File: config.mk
export PLATFORM = sky130hd
export DESIGN_NAME = banked_reg_window
export DESIGN_NICKNAME = d
export VERILOG_FILES = /design/src/rtl/banked_reg_window.sv
export SDC_FILE = /design/constraint.sdc
export NUM_CORES = 1
export LEC_CHECK = 0
export BUFFER_PORTS_ARGS = -buffer_cell sky130_fd_sc_hd__buf_2
export CAP_MARGIN = 20
export CORE_MARGIN = 2
export CORE_UTILIZATION = 55
export CTS_CLUSTER_DIAMETER = 200
export DETAILED_ROUTE_END_ITERATION = 6
export MAX_ROUTING_LAYER = met4
export PLACE_DENSITY = 0.72
export SLEW_MARGIN = 20
export SYNTH_ARGS = -nofsm -noshare
export SYNTH_HDL_FRONTEND = slang
export SYNTH_SLANG_ARGS = --single-unit
File: constraint.sdc
create_clock -name clk -period 6.9 [get_ports clk]
set_input_delay 1.035 -clock clk [delete_from_list [all_inputs] [get_ports clk]]
set_output_delay 1.035 -clock clk [all_outputs]
set_load 0.05 [all_outputs]
File: src/rtl/banked_reg_window.sv
module banked_reg_window #(
  parameter int DW        = 8,
  parameter int AW        = 3,
  parameter int NREGS     = 17,
  parameter int CTRL_ADDR = 7,
  parameter int BANK_BIT  = 7
) (
  input  logic            clk,
  input  logic            rst_n,
  input  logic [AW-1:0]   host_addr,
  input  logic [DW-1:0]   host_wdata,
  input  logic            host_wr,
  input  logic            host_rd,
  output logic [DW-1:0]   host_rdata,
  output logic [AW+1:0]   reg_idx,
  output logic            reg_sel
);

  localparam int FULLW = AW + 2;
  localparam logic [FULLW-1:0] LIMIT  = FULLW'(NREGS);
  localparam logic [AW-1:0]    CADDR  = AW'(CTRL_ADDR);
  localparam logic [FULLW-1:0] CIDX   = FULLW'(CTRL_ADDR);
  localparam logic [1:0]       BANK0  = 2'd0;
  localparam logic [1:0]       BANK1  = 2'd1;
  localparam logic [1:0]       BANK2  = 2'd2;

  logic [1:0]       bank_q;
  logic             armed_q;
  logic [DW-1:0]    regs [NREGS];
  logic [DW-1:0]    rdata_q;
  logic [FULLW-1:0] idx;
  logic             idx_ok;
  logic [DW-1:0]    rd_val;

  wire is_ctrl  = (host_addr == CADDR);
  wire wr_ctrl  = host_wr && is_ctrl;
  wire any_acc  = host_wr || host_rd;
  wire rd_only  = host_rd && !host_wr;

  always_comb begin
    if (is_ctrl) begin
      idx    = CIDX;
      idx_ok = 1'b1;
    end else begin
      idx    = {bank_q, host_addr};
      idx_ok = (idx < LIMIT);
    end
  end

  assign reg_idx = idx;
  assign reg_sel = any_acc && idx_ok;

  always_ff @(posedge clk) begin
    if (!rst_n) begin
      bank_q  <= BANK0;
      armed_q <= 1'b0;
    end else if (wr_ctrl) begin
      armed_q <= 1'b1;
      if (armed_q)
        bank_q <= BANK2;
      else
        bank_q <= host_wdata[BANK_BIT] ? BANK1 : BANK0;
    end else if (any_acc) begin
      armed_q <= 1'b0;
    end
  end

  always_ff @(posedge clk) begin
    if (!rst_n) begin
      for (int i = 0; i < NREGS; i++) regs[i] <= '0;
    end else if (host_wr && idx_ok) begin
      regs[idx] <= host_wdata;
    end
  end

  always_comb begin
    rd_val = '0;
    if (idx_ok) rd_val = regs[idx];
  end

  always_ff @(posedge clk) begin
    if (!rst_n)       rdata_q <= '0;
    else if (rd_only) rdata_q <= rd_val;
  end

  assign host_rdata = rdata_q;

  AST_BANK_LEGAL: assert property (@(posedge clk) disable iff (!rst_n)
    bank_q != 2'd3);
  AST_BANK1_ENTRY: assert property (@(posedge clk) disable iff (!rst_n)
    (wr_ctrl && !armed_q && host_wdata[BANK_BIT]) |=> bank_q == BANK1);
  AST_BANK2_ENTRY: assert property (@(posedge clk) disable iff (!rst_n)
    (wr_ctrl && armed_q) |=> bank_q == BANK2);
  AST_ARM_CANCEL: assert property (@(posedge clk) disable iff (!rst_n)
    (any_acc && !wr_ctrl) |=> !armed_q);
  AST_BANK_HOLD: assert property (@(posedge clk) disable iff (!rst_n)
    !wr_ctrl |=> $stable(bank_q));
  AST_RDATA_HOLD: assert property (@(posedge clk) disable iff (!rst_n)
    !rd_only |=> $stable(host_rdata));
  AST_EMPTY_READ: assert property (@(posedge clk) disable iff (!rst_n)
    (rd_only && !idx_ok) |=> host_rdata == '0);
  AST_SEL_RANGE: assert property (@(posedge clk) disable iff (!rst_n)
    reg_sel |-> (reg_idx < LIMIT));

endmodule

======== Word-level counts from Yosys, hierarchy flattened ========
Memories as Yosys holds them, arrays and structs flattened.
Index checks and enable logic that the tools add are counted.
word-level totals
  bits in registers ....................... 11
  memory bits (writable) .................. 136
  input bits .............................. 15
  output and inout port bits .............. 14
  word-level logic and storage cells ...... 28
  memories kept ........................... 1
cells by class
  magnitude comparators ................... 1
  equal/unequal tests ..................... 1
  mux-type cells .......................... 14
  reduce and logical (&&, ||, !) cells .... 8
memories
  name  depth  width  read ports  clocked after Yosys merged registers in  wr ports  RTL line  text
  regs  17     8      1           0                                        17        29        logic [DW-1:0] regs [NREGS];
operators with widths
  kind                                                count
  two-way mux 8 bit                                   2
  two-way mux 5 bit                                   2
  two-way mux 1 bit                                   9
  OR reduction 8 bit                                  1
  less-than comparator 5 bit (second input constant)  1
  logical AND 1 bit                                   4
  == test 3 bit (second input constant)               1
  two-way mux 2 bit                                   1
  nonzero test 2 bit                                  1
  logical NOT 1 bit                                   1
  logical OR 1 bit                                    1

======== Logic depth before layout (Yosys ltp) ========
  depth after elaboration ................. 8
  depth in mapped cells ................... 8
  mapped depth without buffers ............ 5

======== Worst setup path after synthesis ========
Ideal clock, no wire load.
  path type ............................... input -> output
  start point ............................. input host_addr[1]
  end point ............................... output reg_sel
  arrival ................................. 2.670 ns
  data required time ...................... 5.865 ns
  setup slack ............................. 3.195 ns
  cell stages on the path ................. 6
  path buffers ............................ 2
  cells stage by stage .................... buf_2 -> nand3_1 -> and2_1 -> buf_2 -> nor2b_1 -> nor2_1
between the ends
  cells in the longest elaborated chain, start to end .. 3
  elaborated cells on any way between the ends .. 4
  those cells by class .................... order compare: 1; eq/ne: 1; mux: 1; reduce/logical: 1
ends and longest elaborated chain
  what                                                                RTL line  text
  from (decl)                                                         10        input logic [AW-1:0] host_addr,
  less-than comparator 5 bit / == test 3 bit (equally long branches)  46, 35
  two-way mux 1 bit *                                                 41        if (is_ctrl) begin
  logical AND 1 bit *                                                 51        assign reg_sel = any_acc && idx_ok;
  to (decl)                                                           16        output logic reg_sel
Mark *: on every way between the ends. The rest lies on a longest branch, timed or not.

======== Final worst setup path ========
  start point ............................. input host_addr[0]
  end point ............................... output reg_sel
The elaborated chain is that of the path after synthesis.

==> flow_summary_export.csv <==
group,metric,value,unit
worst_hold_path,hold_path_startpoint,"host_rdata[2]$_SDFFE_PN0P_",
sta,slew_headroom,30.3,%
sta,fin_crit,4300,ps
cts,clockBufferDepth,2,
worst_setup_path,critPathRequiredTime,5860,ps
cts,post_cts_resized,0,
finish,seq_area,0.00472,mm²
sta,layout_setup_ws,2610,ps
grt,top_usage_layer,"met2",
power,power.static_leakage,2.99,nW
drt,via_per_inst,5.88,
cts,htreeDepth,4,
finish,syn_to_final_growth,10.3,%
finish,fillers,926,
floorplanning,die_y,119,µm
worst_setup_path,cp-end-kind,"output pin",
worst_hold_path,holdPathEnd,"host_rdata[2]$_SDFFE_PN0P_",
worst_setup_path,rr_worst_depth,4,
grt,grt_use_met2,37.6,%
synthesis,yosysMostFrequentCell,"edfxtp_1",
run,drv_cap,0,
cts,cts_num_sinks,161,
finish,antenna_cells,0,
sta,setup_tns,0,ps
synthesis,synth.cell_area,0.00726,mm²
drt,drc_errors,0,
cts,cts_buffers,17,
synthesis,netlist_instances,487,
sta,fmax,233,MHz
sta,tightest_slew,1030,ps
floorplanning,ios,29,
synthesis,yosysTopAreaCell,"edfxtp_1",
sta,finClkSkew,5.19,ps
synthesis,ys_warn_count,0,
grt,grt_max_degree,45,
power,vdd_drop_max,0.168,mV
cts,cts_hold_buffers,0,
drt,wl_per_cell,21.9,µm
sta,setup_viol,0,
sta,hold_violations,0,
drt,firstDrtPassIters,5,
synthesis,synth_top_area_share,62.0,%
worst_hold_path,worstHoldPathType,"register to register",
cts,clk_pin_slew_worst_paths,60,ps
floorplanning,start_util,56.8,%
run_status,status,"completed",
floorplanning,core.rowCount,41,
finish,multiInputGateArea,0.00240,mm²
grt,grt-ovfl-total,0,
worst_setup_path,critPathKind,"input port to output pin",
synthesis,synth_cell_type_count,41,
worst_setup_path,start_kind,"input port",
cts,clk_latency,420,ps
synthesis,synth_edf_count,150,
floorplanning,die_width,119,µm
synthesis,ys.flop_type,"edfxtp_1",
sta,fin_crit_sh,62.2,%
worst_setup_path,r2r_setup_slack,4390,ps
drt,drtAntennaViolNets,0,
cts,cts_root_buffer,"clkbuf_16",
cts,cts_tree,"done",
worst_setup_path,reg2reg_to,"regs[12][5]$_SDFFCE_PN0P_",
synthesis,synth_area_leaders,"edfxtp_1 62%, and2_1 11%, mux4_2 8.7%, dfxtp_1 3.0%, mux4_1 1.4%",
placed_design,portBuffers,28,
grt,antenna_found_initial,0,
grt,grt.met1_usage,32.5,%
drt,via_count,4172,
grt,grt_pass1_vias,4270,
synthesis,synth_common_cells,"150 x edfxtp_1, 131 x and2_1, 28 x mux4_2",
synthesis,async_reset_ff_share,0,%
worst_setup_path,cp.arrival,3260,ps
finish,num-nets-final,541,
cts,cts_setup_buffers,0,
worst_setup_path,r2r-start,"bank_q[0]$_SDFFE_PN0P_",
worst_hold_path,worstHoldPathCells,1,
placed_design,place_ws,2560,ps
placed_design,place_congestion,0.878,
floorplanning,dieArea,0.0141,mm²
synthesis,ys_seq_elements,161,
sta,maxSlewViolCount,0,
placed_design,dp_hpwl,10200,µm
grt,grtUsageMet3,5.56,%
grt,grt_pass1_wl,24500,µm
synthesis,seq_area_frac_synth,65.1,%
grt,grt_util_all_layers,24.5,%
drt,drt_first_iter_violations,471,
power,p_per_area,257,mW/mm²
sta,rsz0062_at_grt,"false",
drt,routed_wl,15500,µm
finish,drive_gt1_share,16.9,%
synthesis,syn_area_per_cell,14.9,µm²
worst_setup_path,cp_max_fo,30,
floorplanning,coreArea,0.0128,mm²
finish,finish.utilization,62.7,%
-- worst max-delay path, cell delays in order --
cell and delay, ps:
buf_2 450, buf_4 540, nand3_1 240, and2_1 320, nor2b_1 240, nor2_1 150
buf_2 270
-- power by group --
group | total [W] | internal, W | leakage, nW | switching (W)
logic | 0.000142 | 0.0000469 | 1.11 | 0.0000947
registers | 0.00112 | 0.00111 | 1.64 | 0.0000141
clock network | 0.000797 | 0.000449 | 0.234 | 0.000348
-- how the worst max path moves through the flow --
stage / slack (ps) / from / to / cells past startpoint
final: 2610 / host_addr[0] / reg_sel / 7
after global routing: 2320 / host_addr[0] / reg_sel / 7
after CTS: 2550 / host_addr[0] / reg_sel / 7
after detailed placement: 2560 / host_addr[0] / reg_sel / 7
after global placement: 2660 / host_addr[0] / reg_sel / 7
after floorplan: 3200 / host_addr[1] / reg_sel / 6
-- cells in the final DEF (no fill, tap or decap), types with 3 or more instances in the layout --
cell type,synthesis,final
a2111oi_0,5,5
a21o_1,5,5
a21oi_1,5,5
and2_1,131,131
buf_2,6,28
buf_4,5,5
clkbuf_1,18,5
clkbuf_16,0,17
clkinv_2,0,4
conb_1,1,22
dfxtp_1,11,11
edfxtp_1,150,150
mux2i_1,8,8
mux4_1,4,4
mux4_2,28,28
nand2_1,13,13
nand2b_1,3,3
nand3_1,3,3
nor2_1,24,24
nor2b_1,4,4
o21ai_0,19,10
o21ai_1,1,10
o22ai_1,14,14
-- kinds of logic (layout without fill, tap and decap cells) --
logic type | Yosys count | in the layout | share of synthesized area, %
AND/OR/NAND/NOR | 193 | 193 | 15.8
flip-flops | 161 | 161 | 65.1
AO/OA/AOI/OAI | 56 | 56 | 4.83
multiplexers | 40 | 40 | 11.2
buffers and inverters | 36 | 65 | 2.98
other | 1 | 22 | 0.0517
-- flip-flops by register name, summed over array words and instances, names as in the netlist --
signal,count
armed_q,1
bank_q,2
host_rdata,8
regs,150
-- per-layer routing --
layer	part of all wire, %	routed length, µm	vias up
met4	1.9	302	0
met5	0	0	-
li1	-	-	1874
met2	49	7600	172
met3	6.2	957	28
met1	43	6640	2098
-- stage by stage --
| step | area, µm² | instances | total power, W | hold slack, ps |
|---|---|---|---|---|
| after global placement | 7520 | 679 | 0.00128 | 430 |
| after floorplan | 7340 | 508 | 0.00124 | 449 |
| after CTS | 8010 | 709 | 0.00207 | 454 |
| after global routing | 8010 | 709 | 0.00212 | 467 |
| final | 8010 | 709 | 0.00206 | 454 |
| after detailed placement | 7520 | 679 | 0.00128 | 441 |
-- area by class of cell --
type | instances | area share, %
clock buffer | 22 | 5.55
clock inverter | 8 | 0.531
inverter | 2 | 0.0937
multi-input combinational | 311 | 29.9
sequential | 161 | 59.0
tap | 172 | 2.69
timing repair buffer | 33 | 2.22
Note: power is estimated with default switching activity, not from simulation.
